### config.mk
export PLATFORM = sky130hd
export DESIGN_NAME = fcvt_int32
export DESIGN_NICKNAME = d
export VERILOG_FILES = /design/src/rtl/fcvt_pkg.sv /design/src/rtl/fcvt_ctrl.sv /design/src/rtl/fcvt_dp.sv /design/src/rtl/fcvt_int32.sv
export SDC_FILE = /design/constraint.sdc
export NUM_CORES = 1
export LEC_CHECK = 0
export CAP_MARGIN = 0
export CORE_ASPECT_RATIO = 0.5
export CORE_UTILIZATION = 55
export DETAILED_ROUTE_END_ITERATION = 16
export PLACE_DENSITY = 0.77
export SLEW_MARGIN = 40
export SYNTH_ARGS = -nofsm -noshare
export SYNTH_HDL_FRONTEND = slang
export SYNTH_HIERARCHICAL = 1
export SYNTH_SLANG_ARGS = --single-unit
export TNS_END_PERCENT = 100
### constraint.sdc
create_clock -name clk -period 9 [get_ports clk]
set_input_delay 0.9 -clock clk [delete_from_list [all_inputs] [get_ports clk]]
set_output_delay 0.9 -clock clk [all_outputs]
set_load 0.02 [all_outputs]
### src/rtl/fcvt_pkg.sv
package fcvt_pkg;

  typedef enum logic [1:0] {
    RND_NEAR = 2'd0,
    RND_DOWN = 2'd1,
    RND_UP   = 2'd2,
    RND_ZERO = 2'd3
  } rnd_mode_e;

  typedef struct packed {
    logic writeConv;
    logic writeIndef;
    logic raiseInv;
    logic raisePrec;
  } strobe_t;

endpackage

### src/rtl/fcvt_ctrl.sv
module fcvt_ctrl
  import fcvt_pkg::*;
#(
  parameter int EXP_W = 8
) (
  input  logic             start,
  input  logic [EXP_W-1:0] expField,
  input  logic             invMask,
  input  logic             outOfRange,
  input  logic             inexact,
  output strobe_t          strb
);

  logic isSpecial;
  logic invalid;

  always_comb begin
    isSpecial       = &expField;
    invalid         = isSpecial | outOfRange;
    strb.writeConv  = start & ~invalid;
    strb.writeIndef = start & invalid & invMask;
    strb.raiseInv   = start & invalid;
    strb.raisePrec  = start & ~invalid & inexact;
  end

endmodule

### src/rtl/fcvt_dp.sv
module fcvt_dp
  import fcvt_pkg::*;
#(
  parameter int EXP_W = 8,
  parameter int MAN_W = 23,
  parameter int INT_W = 32
) (
  input  logic                   clk,
  input  logic                   rst_n,
  input  logic [EXP_W+MAN_W:0]   operand,
  input  logic [1:0]             rndMode,
  input  logic                   truncSel,
  input  strobe_t                strb,
  output logic                   outOfRange,
  output logic                   inexact,
  output logic [INT_W-1:0]       result,
  output logic                   wrEn,
  output logic                   invFlag,
  output logic                   precFlag
);

  localparam int BIAS   = (1 << (EXP_W - 1)) - 1;
  localparam int SIG_W  = MAN_W + 1;
  localparam int WIDE_W = SIG_W + INT_W + 1;
  localparam int INTP_W = WIDE_W - MAN_W;
  localparam int SH_W   = $clog2(INT_W + 1);
  localparam int ES_W   = EXP_W + 2;
  localparam logic [INTP_W-1:0] POS_LIM = INTP_W'((64'd1 << (INT_W - 1)) - 1);
  localparam logic [INTP_W-1:0] NEG_LIM = INTP_W'(64'd1 << (INT_W - 1));
  localparam logic [INT_W-1:0]  INDEF   = {1'b1, {(INT_W-1){1'b0}}};

  logic              sign;
  logic [EXP_W-1:0]  expF;
  logic [MAN_W-1:0]  man;
  logic signed [ES_W-1:0] expS;
  logic [SIG_W-1:0]  sig;
  logic [WIDE_W-1:0] wide;
  logic [SH_W-1:0]   shAmt;
  logic [INTP_W-1:0] intPart;
  logic [INTP_W-1:0] rounded;
  logic              guardBit;
  logic              stickyBit;
  logic              bigVal;
  logic              roundUp;
  logic [INT_W-1:0]  convVal;
  rnd_mode_e         effMode;

  assign sign  = operand[EXP_W+MAN_W];
  assign expF  = operand[EXP_W+MAN_W-1:MAN_W];
  assign man   = operand[MAN_W-1:0];
  assign expS  = $signed({2'b00, expF}) - ES_W'(BIAS);
  assign sig   = {|expF, man};
  assign shAmt = expS[SH_W-1:0];

  // Alignment: binary point of the shifted value sits at bit MAN_W
  always_comb begin
    wide      = '0;
    intPart   = '0;
    guardBit  = 1'b0;
    stickyBit = 1'b0;
    bigVal    = 1'b0;
    if (expF == '0) begin
      stickyBit = |man;
    end else if (expS > ES_W'(INT_W)) begin
      bigVal = 1'b1;
    end else if (expS >= 0) begin
      wide      = WIDE_W'(sig) << shAmt;
      intPart   = wide[WIDE_W-1:MAN_W];
      guardBit  = wide[MAN_W-1];
      stickyBit = |wide[MAN_W-2:0];
    end else if (expS == -1) begin
      guardBit  = 1'b1;
      stickyBit = |man;
    end else begin
      stickyBit = 1'b1;
    end
  end

  // Rounding increment on the magnitude
  always_comb begin
    effMode = truncSel ? RND_ZERO : rnd_mode_e'(rndMode);
    unique case (effMode)
      RND_NEAR: roundUp = guardBit & (stickyBit | intPart[0]);
      RND_DOWN: roundUp = sign & (guardBit | stickyBit);
      RND_UP:   roundUp = ~sign & (guardBit | stickyBit);
      default:  roundUp = 1'b0;
    endcase
  end

  assign rounded    = intPart + INTP_W'(roundUp);
  assign outOfRange = bigVal | (sign ? (rounded > NEG_LIM) : (rounded > POS_LIM));
  assign inexact    = guardBit | stickyBit;
  assign convVal    = sign ? (~rounded[INT_W-1:0] + 1'b1) : rounded[INT_W-1:0];

  always_ff @(posedge clk) begin
    if (!rst_n) begin
      result   <= '0;
      wrEn     <= 1'b0;
      invFlag  <= 1'b0;
      precFlag <= 1'b0;
    end else begin
      if (strb.writeIndef)     result <= INDEF;
      else if (strb.writeConv) result <= convVal;
      wrEn     <= strb.writeConv | strb.writeIndef;
      invFlag  <= strb.raiseInv;
      precFlag <= strb.raisePrec;
    end
  end

endmodule

### src/rtl/fcvt_int32.sv
module fcvt_int32
  import fcvt_pkg::*;
#(
  parameter int EXP_W = 8,
  parameter int MAN_W = 23,
  parameter int INT_W = 32
) (
  input  logic                 clk,
  input  logic                 rst_n,
  input  logic                 start,
  input  logic [EXP_W+MAN_W:0] operand,
  input  logic [1:0]           rndMode,
  input  logic                 truncSel,
  input  logic                 invMask,
  output logic [INT_W-1:0]     result,
  output logic                 wrEn,
  output logic                 invFlag,
  output logic                 precFlag
);

  strobe_t strb;
  logic    outOfRange;
  logic    inexact;

  fcvt_ctrl #(.EXP_W(EXP_W)) u_ctrl (
    .start      (start),
    .expField   (operand[EXP_W+MAN_W-1:MAN_W]),
    .invMask    (invMask),
    .outOfRange (outOfRange),
    .inexact    (inexact),
    .strb       (strb)
  );

  fcvt_dp #(.EXP_W(EXP_W), .MAN_W(MAN_W), .INT_W(INT_W)) u_dp (
    .clk        (clk),
    .rst_n      (rst_n),
    .operand    (operand),
    .rndMode    (rndMode),
    .truncSel   (truncSel),
    .strb       (strb),
    .outOfRange (outOfRange),
    .inexact    (inexact),
    .result     (result),
    .wrEn       (wrEn),
    .invFlag    (invFlag),
    .precFlag   (precFlag)
  );

endmodule

==> impl_metrics.toml <==
[status]
status = "finished, final reports clean"

[flow_run]
maxCapViolCount = 0

[timing]
finalCritPeriodShare_pct = 93.66
finalSetupViolCount = 0
max_freq_mhz = 118.6
tightest_slew_ns = 0.8452
rsz0062_at_grt = "no"
slew-limit-headroom_pct = 43.65
finalCriticalPeriod_ns = 8.429
hold_viol = 0
setup_tns_ns = 0
slew_viol_final = 0
finalClockSkew_ns = 0

[logic_synthesis]
syn_inst = 823
ys_seq_area_share_pct = 10.92
synth-xor-area-share_pct = 7.803
yosysWarnings = 6
netlist-cell-type-count = 107
syn_nets = 872
syn_avg_cell_area_um2 = 7.793
synth_top_family_by_area = "simple AND/OR/NAND/NOR gates"
synth_mux_area_share_pct = 14.26
synth_seq_cells = 35
syn-cell-area_um2 = 6414
synth-simple-area-share_pct = 30.24
synth-adder-area-share_pct = 1.951
synth_compound_area_share_pct = 28.58
synth-edff-count = 0
synthArstFlopShare_pct = 0
synth_ff_type = "dfxtp_1"

[placement]
portBuffers = 73
hpwl_mm = 17.88
gp_congestion = 1.142
placed_area_um2 = 7278
dp_cells = 1032

[setup_path]
required_ns = 9.21
crit_path_end_kind = "register"
slowest_delay_ns = 0.58
startpoint_type = "input pin"
reg2reg_depth = 3
cp_common_cell = "nand3_1"
r2r-end = "u_dp/result[31]"
crit_arrival_ns = 8.64
rr_startpoint = "u_dp/result[31]"
critPathKind = "in2reg"
r2r_slack_ns = 8.16
cp_max_fo = 38
crit_slowest_cell = "clkdlybuf4s50_1"

[cells_and_area]
fillers = 1008
area_growth_pct = 16.70
multi_input_area_um2 = 5350
regArea_um2 = 700.7
fin_cells = 1040
fin_nets = 929
drive_gt1_share_pct = 16.91
finish.utilization_pct = 66.94
final_area_um2 = 7485
diodes = 0

[die]
initial_utilization_pct = 57.36
core_um2 = 11180
rows = 27
ioPinCount = 74
die_w_um = 154.7
die-area_um2 = 12120
die_h_um = 78.36

[clocking]
cts_hold_buf = 0
tritoncts = "yes"
cts_max_level = 2
cts_made_buffers = 5
cts_root_buf = "clkbuf_16"
clk_latency_ns = 0.27
clockBufferDepth = 2
clkTransAtPathRegs_ns = 0.05
clkSinkCount = 35

[global_routing]
grt_pass1_wl_mm = 35.69
antenna_found_initial = 0
groute.usage.overall_pct = 37.44
grt_pass1_vias = 6443
grt_max_degree = 43
grt-ovfl-total = 0

[pwr]
p_total_mw = 0.8707
leakage_nw = 2.705
vdd_ir_drop_max_mv = 0.09098
powerDensity_nw_per_um2 = 116.3

[detailed_routing]
totalWireLength_mm = 22.68
wl_per_cell_um = 21.81
drtPass1Iterations = 8
drt-vias-per-instance = 6.837
ant_nets = 0
drc = 0
drt_iter0_drc = 860
vias = 7110

[min_path]
hold_depth = 2
hold_path_class = "reg2reg"
min_from = "u_dp/result[29]"
hold_end = "u_dp/result[29]"
-- kinds of logic (layout without fill, tap and decap cells) --
logic type / count (synthesis) / after routing
buffers and inverters: 72 / 130
adder cells (fa/ha/maj): 10 / 10
AO/OA/AOI/OAI: 239 / 239
flip-flops: 35 / 35
multiplexers: 79 / 79
AND/OR/NAND/NOR: 339 / 339
XOR/XNOR: 49 / 49
-- what timing repair did --
action | 4_1_cts | 5_1_grt
buffers inserted | 0 | 0
endpoints found under the setup margin | 0 | 25
resized for setup | 0 | 3
-- cell usage after synthesis, types with 4 or more instances --
cell	n	share of area [%]
buf_2	15	1.2
nand3_1	38	3.0
clkbuf_1	19	1.1
buf_4	11	1.3
xnor2_1	25	3.4
ha_1	10	2.0
nor4bb_1	4	0.62
nand2b_1	9	0.88
xor2_1	19	2.6
nor4_1	16	1.6
inv_1	13	0.76
or4_4	4	0.70
nor4b_1	5	0.68
a22oi_1	8	0.94
nand2_1	72	4.2
a31o_2	4	0.55
a21oi_1	29	2.3
or2_2	5	0.49
a32oi_1	6	0.82
and3_1	12	1.2
or3_1	5	0.49
mux4_2	7	2.5
o211ai_1	9	1.1
nand4b_1	4	0.55
and2_1	10	0.98
a31oi_1	19	1.9
dfxtp_1	35	11
o22ai_1	9	0.88
and3b_1	6	0.82
nor3_1	33	2.6
mux2i_1	43	6.7
a211oi_1	21	2.5
a21o_1	5	0.59
o21a_1	7	0.82
buf_6	9	1.6
o221ai_1	6	0.82
mux2_2	28	4.9
nand4_1	9	0.88
o21ai_0	43	3.4
o31ai_1	7	0.82
nor2_1	69	4.0
-- layer usage --
layer | GRT usage (%) | wire length, um | part of all wire [%] | vias to the layer above
li1 | - | - | - | 3304
met1 | 51.81 | 10330 | 46 | 3343
met2 | 57.96 | 9502 | 42 | 406
met3 | 8.227 | 2206 | 9.7 | 57
met4 | 10.99 | 647 | 2.9 | 0
met5 | 0 | 0 | 0 | -
-- worst max-delay path: cells and delay by family --
| kind | cells | cell delay [ns] |
|---|---|---|
| adder cells (fa/ha/maj) | 3 | 0.89 |
| AO/OA/AOI/OAI | 7 | 1.75 |
| AND/OR/NAND/NOR | 13 | 3.08 |
| buffers and inverters | 4 | 1.05 |
| multiplexers | 4 | 0.94 |
-- worst max path at each step --
stage	startpoint	endpoint	slack, ns	cells past startpoint
after floorplan	operand[23]	u_dp/result[25]	1.12	35
after global placement	operand[24]	u_dp/result[23]	0.42	29
after detailed placement	operand[24]	u_dp/result[25]	0.19	31
after CTS	operand[24]	u_dp/result[25]	0.42	33
after global routing	operand[23]	u_dp/result[25]	0.04	34
final	operand[23]	u_dp/result[25]	0.57	31
-- state kept, by name, summed over array words and instances, names as in the netlist --
name and flops:
u_dp/result 32, u_dp/precFlag 1, u_dp/invFlag 1, u_dp/wrEn 1
-- through the flow --
step,hold slack (ns),worst slack (ns)
global route,0.4876,0.04130
CTS,0.4726,0.4247
floorplan,0.5437,1.118
finish,0.4724,0.5708
detailed placement,0.4589,0.1920
global placement,0.4681,0.4206
-- cell usage in the layout (no fill, tap or decap), types with 6 or more instances in the layout --
cell and count:
clkdlybuf4s50_1 72, nand2_1 72, nor2_1 69, mux2i_1 43, o21ai_0 43, nand3_1 38
dfxtp_1 35, buf_4 34, nor3_1 33, a21oi_1 29, mux2_2 28, xnor2_1 25
a211oi_1 21, a31oi_1 19, xor2_1 17, nor4_1 15, inv_1 13, and3_1 12
and2_1 10, ha_1 10, nand4_1 9, nand2b_1 9, o211ai_1 9, o22ai_1 9
a22oi_1 8, mux4_2 7, o31ai_1 7, o21a_1 7, and3b_1 6, o221ai_1 6
a32oi_1 6
-- power by group --
group          internal, mW  switching [mW]
clock                 0.138          0.0624
sequential            0.166         0.00592
combinational         0.194           0.305
-- cell type report --
type                       count  share of cell area [%]
clock buffer                   6                   1.856
tap                          159                   2.658
timing repair buffer         108                   13.47
inverter                      14                  0.7021
clock inverter                 2                  0.4681
multi-input combinational    716                   71.48
sequential                    35                   9.361
Power figures use the tool's default switching activity.
